===== src/rtl/ict_pkg.sv =====
package ict_pkg;
  typedef enum logic [1:0] {
    EDGE_OFF  = 2'b00,
    EDGE_RISE = 2'b01,
    EDGE_FALL = 2'b10,
    EDGE_ANY  = 2'b11
  } edge_sel_e;

  localparam int unsigned REG_CTRL  = 0;
  localparam int unsigned REG_CAPF  = 1;
  localparam int unsigned REG_OVFF  = 2;
  localparam int unsigned REG_COUNT = 3;
  localparam int unsigned REG_CAPT  = 4;

  localparam int unsigned RUN_BIT    = 0;
  localparam int unsigned SEL_LSB    = 1;
  localparam int unsigned CAP_IE_BIT = 3;
  localparam int unsigned OVF_IE_BIT = 7;
  localparam int unsigned CAPF_BIT   = 0;
  localparam int unsigned OVFF_BIT   = 7;
endpackage


===== src/rtl/ict_sync_edge.sv =====
module ict_sync_edge #(
  parameter int unsigned STAGES = 2
) (
  input  logic clk_i,
  input  logic rst_ni,
  input  logic d_i,
  output logic rise_o,
  output logic fall_o
);
  // sh[STAGES-1] is the synchronized level, sh[STAGES] its previous sample
  logic [STAGES:0] sh_q;

  always_ff @(posedge clk_i or negedge rst_ni) begin
    if (!rst_ni) sh_q <= '0;
    else         sh_q <= {sh_q[STAGES-1:0], d_i};
  end

  assign rise_o =  sh_q[STAGES-1] & ~sh_q[STAGES];
  assign fall_o = ~sh_q[STAGES-1] &  sh_q[STAGES];
endmodule


===== src/rtl/ict_counter.sv =====
module ict_counter #(
  parameter int unsigned W = 16
) (
  input  logic         clk_i,
  input  logic         rst_ni,
  input  logic         en_i,
  output logic [W-1:0] cnt_o,
  output logic         wrap_o
);
  logic [W-1:0] cnt_q;

  always_ff @(posedge clk_i or negedge rst_ni) begin
    if (!rst_ni)   cnt_q <= '0;
    else if (en_i) cnt_q <= cnt_q + 1'b1;
  end

  assign cnt_o  = cnt_q;
  assign wrap_o = en_i & (&cnt_q);
endmodule


===== src/rtl/ict_capture.sv =====
module ict_capture
  import ict_pkg::*;
#(
  parameter int unsigned W = 16
) (
  input  logic         clk_i,
  input  logic         rst_ni,
  input  edge_sel_e    sel_i,
  input  logic         rise_i,
  input  logic         fall_i,
  input  logic [W-1:0] cnt_i,
  output logic         hit_o,
  output logic [W-1:0] cap_o
);
  logic [W-1:0] cap_q;

  always_comb begin
    unique case (sel_i)
      EDGE_RISE: hit_o = rise_i;
      EDGE_FALL: hit_o = fall_i;
      EDGE_ANY:  hit_o = rise_i | fall_i;
      default:   hit_o = 1'b0;
    endcase
  end

  always_ff @(posedge clk_i or negedge rst_ni) begin
    if (!rst_ni)    cap_q <= '0;
    else if (hit_o) cap_q <= cnt_i;
  end

  assign cap_o = cap_q;
endmodule


===== src/rtl/capture_timer.sv =====
module capture_timer
  import ict_pkg::*;
#(
  parameter int unsigned CNT_W       = 16,
  parameter int unsigned ADDR_W      = 3,
  parameter int unsigned SYNC_STAGES = 2
) (
  input  logic              clk_i,
  input  logic              rst_ni,
  input  logic              pin_i,
  input  logic              bus_we_i,
  input  logic [ADDR_W-1:0] bus_addr_i,
  input  logic [CNT_W-1:0]  bus_wdata_i,
  output logic [CNT_W-1:0]  bus_rdata_o,
  output logic              cap_irq_o,
  output logic              ovf_irq_o
);
  localparam int unsigned DATA_W = CNT_W;
  localparam logic [DATA_W-1:0] CTRL_MASK = DATA_W'((1 << RUN_BIT) | (3 << SEL_LSB) |
                                                    (1 << CAP_IE_BIT) | (1 << OVF_IE_BIT));

  logic [DATA_W-1:0] ctrl_q;
  logic              cap_flag_q, ovf_flag_q;
  logic              rise, fall, hit, wrap;
  logic [CNT_W-1:0]  cnt, cap;
  logic              run_en, cap_ie, ovf_ie;
  edge_sel_e         edge_sel;
  logic              wr_ctrl, clr_cap, clr_ovf;

  assign run_en   = ctrl_q[RUN_BIT];
  assign cap_ie   = ctrl_q[CAP_IE_BIT];
  assign ovf_ie   = ctrl_q[OVF_IE_BIT];
  assign edge_sel = edge_sel_e'(ctrl_q[SEL_LSB +: 2]);

  assign wr_ctrl = bus_we_i && (bus_addr_i == ADDR_W'(REG_CTRL));
  assign clr_cap = bus_we_i && (bus_addr_i == ADDR_W'(REG_CAPF)) && bus_wdata_i[CAPF_BIT];
  assign clr_ovf = bus_we_i && (bus_addr_i == ADDR_W'(REG_OVFF)) && bus_wdata_i[OVFF_BIT];

  ict_sync_edge #(.STAGES(SYNC_STAGES)) i_sync (
    .clk_i, .rst_ni, .d_i(pin_i), .rise_o(rise), .fall_o(fall)
  );

  ict_counter #(.W(CNT_W)) i_cnt (
    .clk_i, .rst_ni, .en_i(run_en), .cnt_o(cnt), .wrap_o(wrap)
  );

  ict_capture #(.W(CNT_W)) i_cap (
    .clk_i, .rst_ni, .sel_i(edge_sel), .rise_i(rise), .fall_i(fall),
    .cnt_i(cnt), .hit_o(hit), .cap_o(cap)
  );

  always_ff @(posedge clk_i or negedge rst_ni) begin
    if (!rst_ni)      ctrl_q <= '0;
    else if (wr_ctrl) ctrl_q <= bus_wdata_i & CTRL_MASK;
  end

  // set takes priority over a same-cycle clear
  always_ff @(posedge clk_i or negedge rst_ni) begin
    if (!rst_ni) begin
      cap_flag_q <= 1'b0;
      ovf_flag_q <= 1'b0;
    end else begin
      if (hit)          cap_flag_q <= 1'b1;
      else if (clr_cap) cap_flag_q <= 1'b0;
      if (wrap)         ovf_flag_q <= 1'b1;
      else if (clr_ovf) ovf_flag_q <= 1'b0;
    end
  end

  always_comb begin
    bus_rdata_o = '0;
    case (bus_addr_i)
      ADDR_W'(REG_CTRL):  bus_rdata_o = ctrl_q;
      ADDR_W'(REG_CAPF):  bus_rdata_o[CAPF_BIT] = cap_flag_q;
      ADDR_W'(REG_OVFF):  bus_rdata_o[OVFF_BIT] = ovf_flag_q;
      ADDR_W'(REG_COUNT): bus_rdata_o = cnt;
      ADDR_W'(REG_CAPT):  bus_rdata_o = cap;
      default:            bus_rdata_o = '0;
    endcase
  end

  assign cap_irq_o = cap_flag_q & cap_ie;
  assign ovf_irq_o = ovf_flag_q & ovf_ie;
endmodule


===== config.mk =====
export PLATFORM = sky130hd
export DESIGN_NAME = capture_timer
export DESIGN_NICKNAME = d
export VERILOG_FILES = /design/src/rtl/ict_pkg.sv /design/src/rtl/ict_sync_edge.sv /design/src/rtl/ict_counter.sv /design/src/rtl/ict_capture.sv /design/src/rtl/capture_timer.sv
export SDC_FILE = /design/constraint.sdc
export NUM_CORES = 1
export LEC_CHECK = 0
export ABC_AREA = 1
export ABC_CLOCK_PERIOD_IN_PS = 1400
export BUFFER_PORTS_ARGS = -buffer_cell sky130_fd_sc_hd__clkbuf_2
export CAP_MARGIN = 30
export CORE_MARGIN = 1
export CORE_UTILIZATION = 30
export CTS_CLUSTER_DIAMETER = 50
export DETAILED_ROUTE_END_ITERATION = 16
export PLACE_DENSITY = 0.51
export SYNTH_ARGS = -nofsm -noshare
export SYNTH_HDL_FRONTEND = slang
export SYNTH_SLANG_ARGS = --single-unit

===== constraint.sdc =====
create_clock -name clk_i -period 1.4 [get_ports clk_i]
set_input_delay 0.07 -clock clk_i [delete_from_list [all_inputs] [get_ports clk_i]]
set_output_delay 0.07 -clock clk_i [all_outputs]
set_load 0.02 [all_outputs]

# ---- Word level (Yosys, flattened, before mapping)
# Index checks and enable logic that the tools add are counted.
# Widths: inputs -> output; s select.
dict set report totals {
  out_inout_bits 18
  regBits 42
  inputBits 23
}
dict set report classes {
  muxes 9
  n_eq_ne 7
  add_sub_neg 1
  n_reduce_logical 9
  n_bitwise 8
}
# operator n
set ops {}
lappend ops {{$pmux 6 s3} 1}
lappend ops {{$add 16x1->16 const B} 1}
lappend ops {{$pmux 8 s2} 1}
lappend ops {{$reduce_and 16->1} 1}
lappend ops {{$pmux 1 s4} 2}
lappend ops {{$eq 3x2->1 const B} 2}
lappend ops {{$and 1x1->1} 5}
lappend ops {{$logic_and 1x1->1} 5}
lappend ops {{$eq 2x2->1 const B} 2}
lappend ops {{$mux 1} 4}
lappend ops {{$reduce_bool 2->1} 2}
lappend ops {{$eq 3x1->1 const B} 1}
lappend ops {{$eq 3x3->1 const B} 1}
lappend ops {{$logic_not 3->1} 1}
lappend ops {{$pmux 1 s3} 1}
lappend ops {{$eq 2x1->1 const B} 1}
lappend ops {{$not 1->1} 2}
lappend ops {{$or 1x1->1} 1}

# ---- Longest topological paths before layout
# Gate-level depths: netlist (run 1).
dict set report depth {
  ltp_word 5
  mapped_depth 8
  ltp_nobuf 7
}

# ---- Hierarchy
# From an unflattened synthesis (run 1), not the netlist that was laid out.
dict set report hier_totals {
  hier_cells 303
  area_unflattened_um2 2367.3
}
# module cells_per_inst n_inst area_each_um2
set by_module_without_submodules {}
lappend by_module_without_submodules {ict_counter 111 1 870.8}
lappend by_module_without_submodules {capture_timer 115 1 752.0}
lappend by_module_without_submodules {ict_capture 70 1 654.4}
lappend by_module_without_submodules {ict_sync_edge 7 1 90.1}

# ---- Worst setup path after synthesis (run 1)
# OpenSTA, ideal clock, no wires.
dict set report synth_timing {
  path_type {register -> register}
  start {reg i_sync.sh_q[1]}
  end {reg i_cap.cap_q[14] (netlist: i_cap.cap_o[14])}
  path_slack_ns 0.109
  path_buffers 1
  stages_incl_launch_ff 8
  t_required_ns 1.281
  arrival_time_ns 1.172
  path_cell_list {dfrtp_1 > inv_1 > ha_1 > o21ai_1 > nand2_2 > buf_4 > nand2_1 > o21ai_2}
}
dict set report synth_between {
  elab_chain_cells 4
}
# element line_no
set synth_rtl {}
lappend synth_rtl {{start, declared} ict_sync_edge.sv:11} ;# logic [STAGES:0] sh_q;
lappend synth_rtl {{start signal, assigned} ict_sync_edge.sv:15} ;# else sh_q <= {sh_q[STAGES-1:0], d_i};
lappend synth_rtl {{$not 1->1} ict_sync_edge.sv:19} ;# assign fall_o = ~sh_q[STAGES-1] & sh_q[STAGES];
lappend synth_rtl {{$and 1x1->1} ict_sync_edge.sv:19}
lappend synth_rtl {{$or 1x1->1} ict_capture.sv:21} ;# EDGE_ANY: hit_o = rise_i | fall_i;
lappend synth_rtl {{$pmux 1 s3 (*)} ict_capture.sv:18} ;# unique case (sel_i)
lappend synth_rtl {{end signal, assigned} ict_capture.sv:28} ;# else if (hit_o) cap_q <= cnt_i;
lappend synth_rtl {{end, declared} ict_capture.sv:15} ;# logic [W-1:0] cap_q;
# Every way passes the cells marked *; elsewhere a longest branch is shown, timed or not.
# A chain may end at the register's enable or synchronous reset.

# ---- Worst setup path in the final report (run 1)
dict set report layout_timing {
  start {reg i_sync.sh_q[2]}
  end {reg i_cap.cap_q[10] (netlist: i_cap.cap_o[10])}
}
dict set report layout_between {
  elab_chain_cells 4
}
# element line_no
set layout_rtl {}
lappend layout_rtl {{$not 1->1} ict_sync_edge.sv:18} ;# assign rise_o = sh_q[STAGES-1] & ~sh_q[STAGES];
lappend layout_rtl {{$and 1x1->1} ict_sync_edge.sv:18}
lappend layout_rtl {{$or 1x1->1} ict_capture.sv:21}
lappend layout_rtl {{$pmux 1 s3 (*)} ict_capture.sv:18}
# Marked as above.

==> results of run 1 <==
where the power goes:
| group | internal (uW) | switching, uW |
|---|---|---|
| Combinational | 397 | 567 |
| Clock | 399 | 425 |
| Sequential | 1400 | 152 |
| Total | 2200 | 1140 |
worst max-delay path, delay by kind of cell, from the launching register on:
kind                       cells  cell delay (ns)
and+or+nand+nor                2             0.19
buffers and inverters          1             0.17
adders and majority gates      1             0.18
AOI/OAI and AO/OA              3             0.30
DFF                            1             0.41
flip-flops by register name, indices dropped and copies added, names as in the netlist:
| signal | flops |
|---|---|
| cap_flag_q | 1 |
| ctrl_q | 5 |
| i_cap.cap_o | 16 |
| i_cnt.cnt_o | 16 |
| i_sync.sh_q | 3 |
| ovf_flag_q | 1 |
cell families (layout without fill, tap and decap cells):
kind of cell	Yosys count	count (layout)	share of synthesized area, %
xor gates and xnor gates	10	10	4.14
buffers and inverters	36	80	7.34
adders and majority gates	3	3	1.78
and+or+nand+nor	123	123	26.6
DFF	42	42	49.7
AOI/OAI and AO/OA	39	39	10.4
through the flow:
stage | util [%] | setup WS (ns)
floorplan | - | 0.109
CTS | 37.1 | 0.0392
global route | 39.3 | -0.0107
finish | 39.3 | 0.0708
detailed placement | 35.4 | 0.0634
global placement | 35.4 | 0.0560
repair_timing:
| action | CTS | global route |
|---|---|---|
| buffers inserted | 0 | 2 |
| endpoints found under the setup margin | 0 | 18 |
| hold buffers | 2 | 0 |
| endpoints found under the hold margin | 43 | 0 |
| resized for setup | 0 | 20 |
per-layer routing:
layer | share of wire (%) | vias to the layer above
met5 | 0 | -
met4 | 2.0 | 0
met3 | 2.9 | 9
met2 | 45 | 29
met1 | 50 | 814
li1 | - | 896
cell usage after synthesis, drive strengths merged:
master   instances  share of area [%]
a21oi            3               0.71
nand3           16                4.3
o2111ai          1               0.41
ha               3                1.8
buf              5                1.8
o21ai           32                8.1
nor2            18                4.5
o221ai           2               0.83
nand4            6                1.8
dfrtp           42                 50
nor3             2               0.71
inv             30                5.3
nand2           81                 15
clkbuf           1               0.24
xor2            10                4.1
o211ai           1               0.36
worst max-delay path by stage:
stage / endpoint / slack (ns) / cells past startpoint / startpoint
2_1_floorplan: i_cap.cap_o[14] / 0.11 / 7 / i_sync.sh_q[1]
3_3_place_gp: i_cap.cap_o[14] / 0.06 / 7 / i_sync.sh_q[1]
3_5_place_dp: i_cap.cap_o[14] / 0.06 / 7 / i_sync.sh_q[1]
4_1_cts: i_cap.cap_o[14] / 0.04 / 7 / i_sync.sh_q[1]
5_1_grt: i_cap.cap_o[9] / -0.01 / 8 / i_sync.sh_q[1]
6_report: i_cap.cap_o[10] / 0.07 / 7 / i_sync.sh_q[2]
final cells by class:
class	instances	area, um^2
clock buffers	7	86.3
multi-input cells	175	976
flip-flops and latches	42	1050
fillers	685	4130
inverters	30	113
repair buffers	42	315
clock inverters	1	5.00
well taps	96	120
==> impl_metrics.env, run 1 <==
export IMPL_tns_ns=0
export IMPL_rr_worst_depth=7
export IMPL_met1_usage_pct=19.0
export IMPL_hold_start="bus_wdata_i[3]"
export IMPL_yosys_warnings=0
export IMPL_die_area_um2=7380
export IMPL_tightest_slew_ns=0.323
export IMPL_drt_total_wl_um=5020
export IMPL_avgSynthCellArea_um2=8.35
export IMPL_finalHoldViolations=0
export IMPL_layout_drive_gt1_share_pct=28.6
export IMPL_initial_core_util_pct=31.1
export IMPL_drt_iter0_drc=92
export IMPL_wl_per_cell_um=12.8
export IMPL_fin_hold_ws_ns=0.00844
export IMPL_busiest_layer="met2"
export IMPL_rrSetupSlack_ns=0.07
export IMPL_yosysSeqAreaShare_pct=49.7
export IMPL_antenna_left=0
export IMPL_antenna_found_initial=0
export IMPL_p_total_uw=3340
export IMPL_cpPeakStageDelay_ns=0.41
export IMPL_max_slew_margin_pct=78.4
export IMPL_die_w_um=85.9
export IMPL_drc=0
export IMPL_first_pass_iters=4
export IMPL_hold_depth=3
export IMPL_reg2reg_to="i_cap.cap_o[10]"
export IMPL_dp_cells=378
export IMPL_netlist_instances=253
export IMPL_hold_path_class="primary input to flip-flop"
export IMPL_path_max_fanout=8
export IMPL_vias_per_cell=4.45
export IMPL_synth_nets=279
export IMPL_fin_area_um2=2670
export IMPL_leakage_uw=0.00124
export IMPL_r2r_start="i_sync.sh_q[2]"
export IMPL_skew_ns=0.00832
export IMPL_io_pins=41
export IMPL_fmax_mhz=752
export IMPL_grt_pass1_vias=1561
export IMPL_synth_seq_cells=42
export IMPL_yosysUniqueCellTypes=25
export IMPL_required_ns=1.62
export IMPL_drv_slew=0
export IMPL_crit_type="flip-flop to flip-flop"
export IMPL_portBuffers=29
export IMPL_grt_max_degree=43
export IMPL_cts_buffers=5
export IMPL_critPathLaunchType="flip-flop"
export IMPL_fin_nets=322
export IMPL_hold_end="ctrl_q[3]"
export IMPL_clkTransAtPathRegs_ns=0.08
export IMPL_clock_path_buffers=2
export IMPL_stdcell_count=393
export IMPL_cts_htree_levels=2
export IMPL_synth_area_um2=2110
export IMPL_layout_commonest_cell="nand2_1"
export IMPL_dp_final_hpwl_um=3280
export IMPL_grt_util_met2_pct=20.3
export IMPL_slowest_stage="dfrtp_1"
export IMPL_fin_crit_sh_pct=94.9
export IMPL_outcome="finished, final reports clean"
export IMPL_grt_overflow_total=0
export IMPL_place_congestion=0.775
export IMPL_rows=30
export IMPL_p_per_area_nw_per_um2=1250
export IMPL_clk_latency_ns=0.30
export IMPL_mostFrequentLayoutCells="nand2_1 (69), dfrtp_1 (41), clkbuf_2 (29), inv_1 (24), o21ai_1 (18)"
export IMPL_dr_total_vias=1748
export IMPL_die_height_um=85.9
export IMPL_max_cap_violations=0
export IMPL_crit_chain="ha_4 > a21oi_4 > o21ai_4 > nand2_4 > clkbuf_16 > nand2_1 > o21ai_1"
export IMPL_period_needed_ns=1.33
export IMPL_grt_first_pass_wirelength_um=7770
export IMPL_grtUsageTotal_pct=13.4
export IMPL_tritoncts="yes"
export IMPL_critPathArrivalTime_ns=1.55
export IMPL_place_area_um2=2410
export IMPL_final_setup_viol_count=0
export IMPL_diodes=0
export IMPL_ir_drop_mv=0.390
export IMPL_core_area_um2=6790
export IMPL_clock_root_buffer="clkbuf_8"
export IMPL_grt_use_met3_pct=2.69
export IMPL_syn_to_final_growth_pct=26.2
export IMPL_cts_sinks=42
export IMPL_worst_setup_path_end_kind="flip-flop"
Note: power is estimated with default switching activity, not from simulation.
==> run 2: changes to the inputs <==
ABC_CLOCK_PERIOD_IN_PS = 1110   (was 1400)
PLACE_DENSITY = 0.52   (was 0.51)
clock period = 1.11 ns   (was 1.4 ns; I/O delays follow)
==> run 2 against run 1 <==
  * The run now ends with negative setup slack left
  * Sequential power is 26% higher
  * Die area stayed put
  * Hold slack better by 0.012 ns
  * Core utilization is 13 points higher
  * Via count is 18% higher
  * Wire length is 17% higher
  * Cell area is 34% higher
  * Clock skew is 0.0025 ns higher
  * Global-route usage is 2.6 points higher
  * Count of clock-buffer cells in the layout is 1 lower
  * Register-to-register slack worse by 0.29 ns
  * Power is 54% higher
  * Critical path type unchanged
  * Highest routed layer unchanged
==> impl_metrics.env, run 2 (synthesized netlist as in run 1, its figures left out) <==
export IMPL_wl_per_cell_um=13.0
export IMPL_crit_type="flip-flop to flip-flop"
export IMPL_antenna_found_initial=0
export IMPL_required_ns=1.30
export IMPL_layout_commonest_cell="nand2_1"
export IMPL_diodes=0
export IMPL_finalHoldViolations=0
export IMPL_antenna_left=0
export IMPL_rr_worst_depth=7
export IMPL_critPathArrivalTime_ns=1.52
export IMPL_slowest_stage="dfrtp_1"
export IMPL_tightest_slew_ns=0.338
export IMPL_violations="negative setup slack"
export IMPL_place_area_um2=2660
export IMPL_worst_setup_path_end_kind="flip-flop"
export IMPL_clock_root_buffer="clkbuf_8"
export IMPL_crit_end="i_cap.cap_o[13]"
export IMPL_io_pins=41
export IMPL_clkTransAtPathRegs_ns=0.09
export IMPL_cts_buffers=5
export IMPL_drc=0
export IMPL_initial_core_util_pct=31.1
export IMPL_dr_total_vias=2055
export IMPL_leakage_uw=0.00171
export IMPL_p_int_uw=3350
export IMPL_portBuffers=29
export IMPL_fin_crit_sh_pct=120
export IMPL_p_per_area_nw_per_um2=1440
export IMPL_fillers=598
export IMPL_vias_per_cell=4.55
export IMPL_tritoncts="yes"
export IMPL_die_height_um=85.9
export IMPL_crit_buf_inv=2
export IMPL_switching_share_pct=35.0
export IMPL_first_pass_iters=4
export IMPL_cts_sinks=42
export IMPL_mostFrequentLayoutCells="nand2_1 (59), buf_4 (48), dfrtp_1 (40), buf_6 (28), o21ai_2 (16)"
export IMPL_core_area_um2=6790
export IMPL_max_slew_margin_pct=77.5
export IMPL_crit_chain="inv_2 > ha_4 > o21ai_4 > nand2_4 > clkbuf_16 > nand2_2 > o21ai_2"
export IMPL_skew_ns=0.0108
export IMPL_path_delay_family="flip-flops"
export IMPL_syn_to_final_growth_pct=69.2
export IMPL_combPwrFrac_pct=41.8
export IMPL_reg2reg_to="i_cap.cap_o[13]"
export IMPL_drt_total_wl_um=5870
export IMPL_switchingPower_uw=1800
export IMPL_drt_iter0_drc=44
export IMPL_clk_latency_ns=0.30
export IMPL_tns_ns=-5.64
export IMPL_die_area_um2=7380
export IMPL_ir_drop_mv=0.796
export IMPL_clock_path_buffers=2
export IMPL_outcome="complete, but fails checks"
export IMPL_grt_first_pass_wirelength_um=9360
export IMPL_place_congestion=0.746
export IMPL_critPathLaunchType="flip-flop"
export IMPL_worstSetupStartpoint="i_sync.sh_q[1]"
export IMPL_fmax_mhz=752
export IMPL_drv_slew=0
export IMPL_cpPeakStageDelay_ns=0.40
export IMPL_clockPowerShare_pct=20.3
export IMPL_dp_final_hpwl_um=3540
export IMPL_rrSetupSlack_ns=-0.22
export IMPL_ff_latch_area_um2=1050
export IMPL_hold_path_class="primary input to flip-flop"
export IMPL_grt_overflow_total=0
export IMPL_rows=30
export IMPL_period_needed_ns=1.33
export IMPL_final_setup_viol_count=39
export IMPL_p_seq_share_pct=37.9
export IMPL_p_total_uw=5160
export IMPL_grtUsageTotal_pct=16.1
export IMPL_multi_input_area_um2=1240
export IMPL_fin_nets=381
export IMPL_postLayoutCoreUtil_pct=52.6
export IMPL_fin_area_um2=3580
export IMPL_die_w_um=85.9
export IMPL_r2r_start="i_sync.sh_q[1]"
export IMPL_max_cap_violations=0
export IMPL_cts_htree_levels=2
export IMPL_grt_pass1_vias=2018
export IMPL_path_max_fanout=7
export IMPL_rsz0062_at_grt="true"
export IMPL_cp_depth=7
export IMPL_fin_ws_ns=-0.219
export IMPL_layout_drive_gt1_share_pct=54.5
export IMPL_grt_max_degree=43
-- run 2: cell count changes in the layout (fill, tap and decap cells not counted), moves of 6 or more --
cell	delta
buf_4	+43
buf_6	+26
clkbuf_2	-16
inv_1	-14
inv_2	+6
inv_4	+7
nand2_1	-10
nand2_4	+8
nand3_1	-8
o21ai_0	-7
o21ai_1	-6
o21ai_2	+12
-- run 2: final cells by class --
cell class                      instances  share of cell area, %
Clock buffer                            6                   2.31
Clock inverter                          2                  0.350
Inverter                               30                   3.67
Multi-Input combinational cell        175                   34.8
Sequential cell                        42                   29.5
Tap cell                               96                   3.36
Timing Repair Buffer                  101                   26.1
-- run 2: power by group through the flow --
| stage | registers, uW | clock network (uW) | logic (uW) |
|---|---|---|---|
| floorplan | 1940 | 0 | 712 |
| global placement | 1960 | 0 | 1190 |
| detailed placement | 1970 | 0 | 1190 |
| CTS | 1920 | 1080 | 1760 |
| global route | 1970 | 1150 | 2350 |
| finish | 1950 | 1050 | 2150 |
-- run 2: stage by stage --
step | worst slack [ns] | std cells | hold slack, ns
floorplan | -0.0974 | 253 | -0.240
global placement | -0.136 | 406 | 0.0541
detailed placement | -0.157 | 406 | 0.0539
CTS | -0.218 | 443 | 0.0137
global route | -0.276 | 452 | 0.0315
finish | -0.219 | 452 | 0.0207
-- run 2: routing by layer --
metal | vias to the layer above | wire, um | GRT usage (%)
met4 | 0 | 84 | 3.94
met3 | 7 | 100 | 2.31
li1 | 1020 | - | -
met1 | 1000 | 2740 | 22.1
met5 | - | 0 | 0
met2 | 28 | 2940 | 26.6
-- run 2: what timing repair did --
action                                  4_1_cts  5_1_grt
hold buffers                                  5        0
endpoints found under the setup margin       46       47
cloned                                        1        1
hold endpoints to repair                     46        0
resized for setup                            51      106
buffers inserted                             23        9
pin swaps                                    15       30
-- run 2: worst min path at each step --
stage	start	to	slack (ns)	depth (start not counted)
6_report	bus_wdata_i[0]	ctrl_q[0]	0.02	3
5_1_grt	bus_wdata_i[2]	ctrl_q[2]	0.03	3
4_1_cts	bus_wdata_i[0]	ctrl_q[0]	0.01	3
3_5_place_dp	rst_ni	i_cap.cap_o[14]	0.05	2
3_3_place_gp	rst_ni	i_cap.cap_o[10]	0.05	2
2_1_floorplan	rst_ni	cap_flag_q	-0.24	0
-- run 2: worst reg2reg max path, cell delays in order, from the launching register on --
cell and delay [ns]:
dfrtp_1 0.40, inv_2 0.07, ha_4 0.20, o21ai_4 0.14
nand2_4 0.12, clkbuf_16 0.19, nand2_2 0.06, o21ai_2 0.05
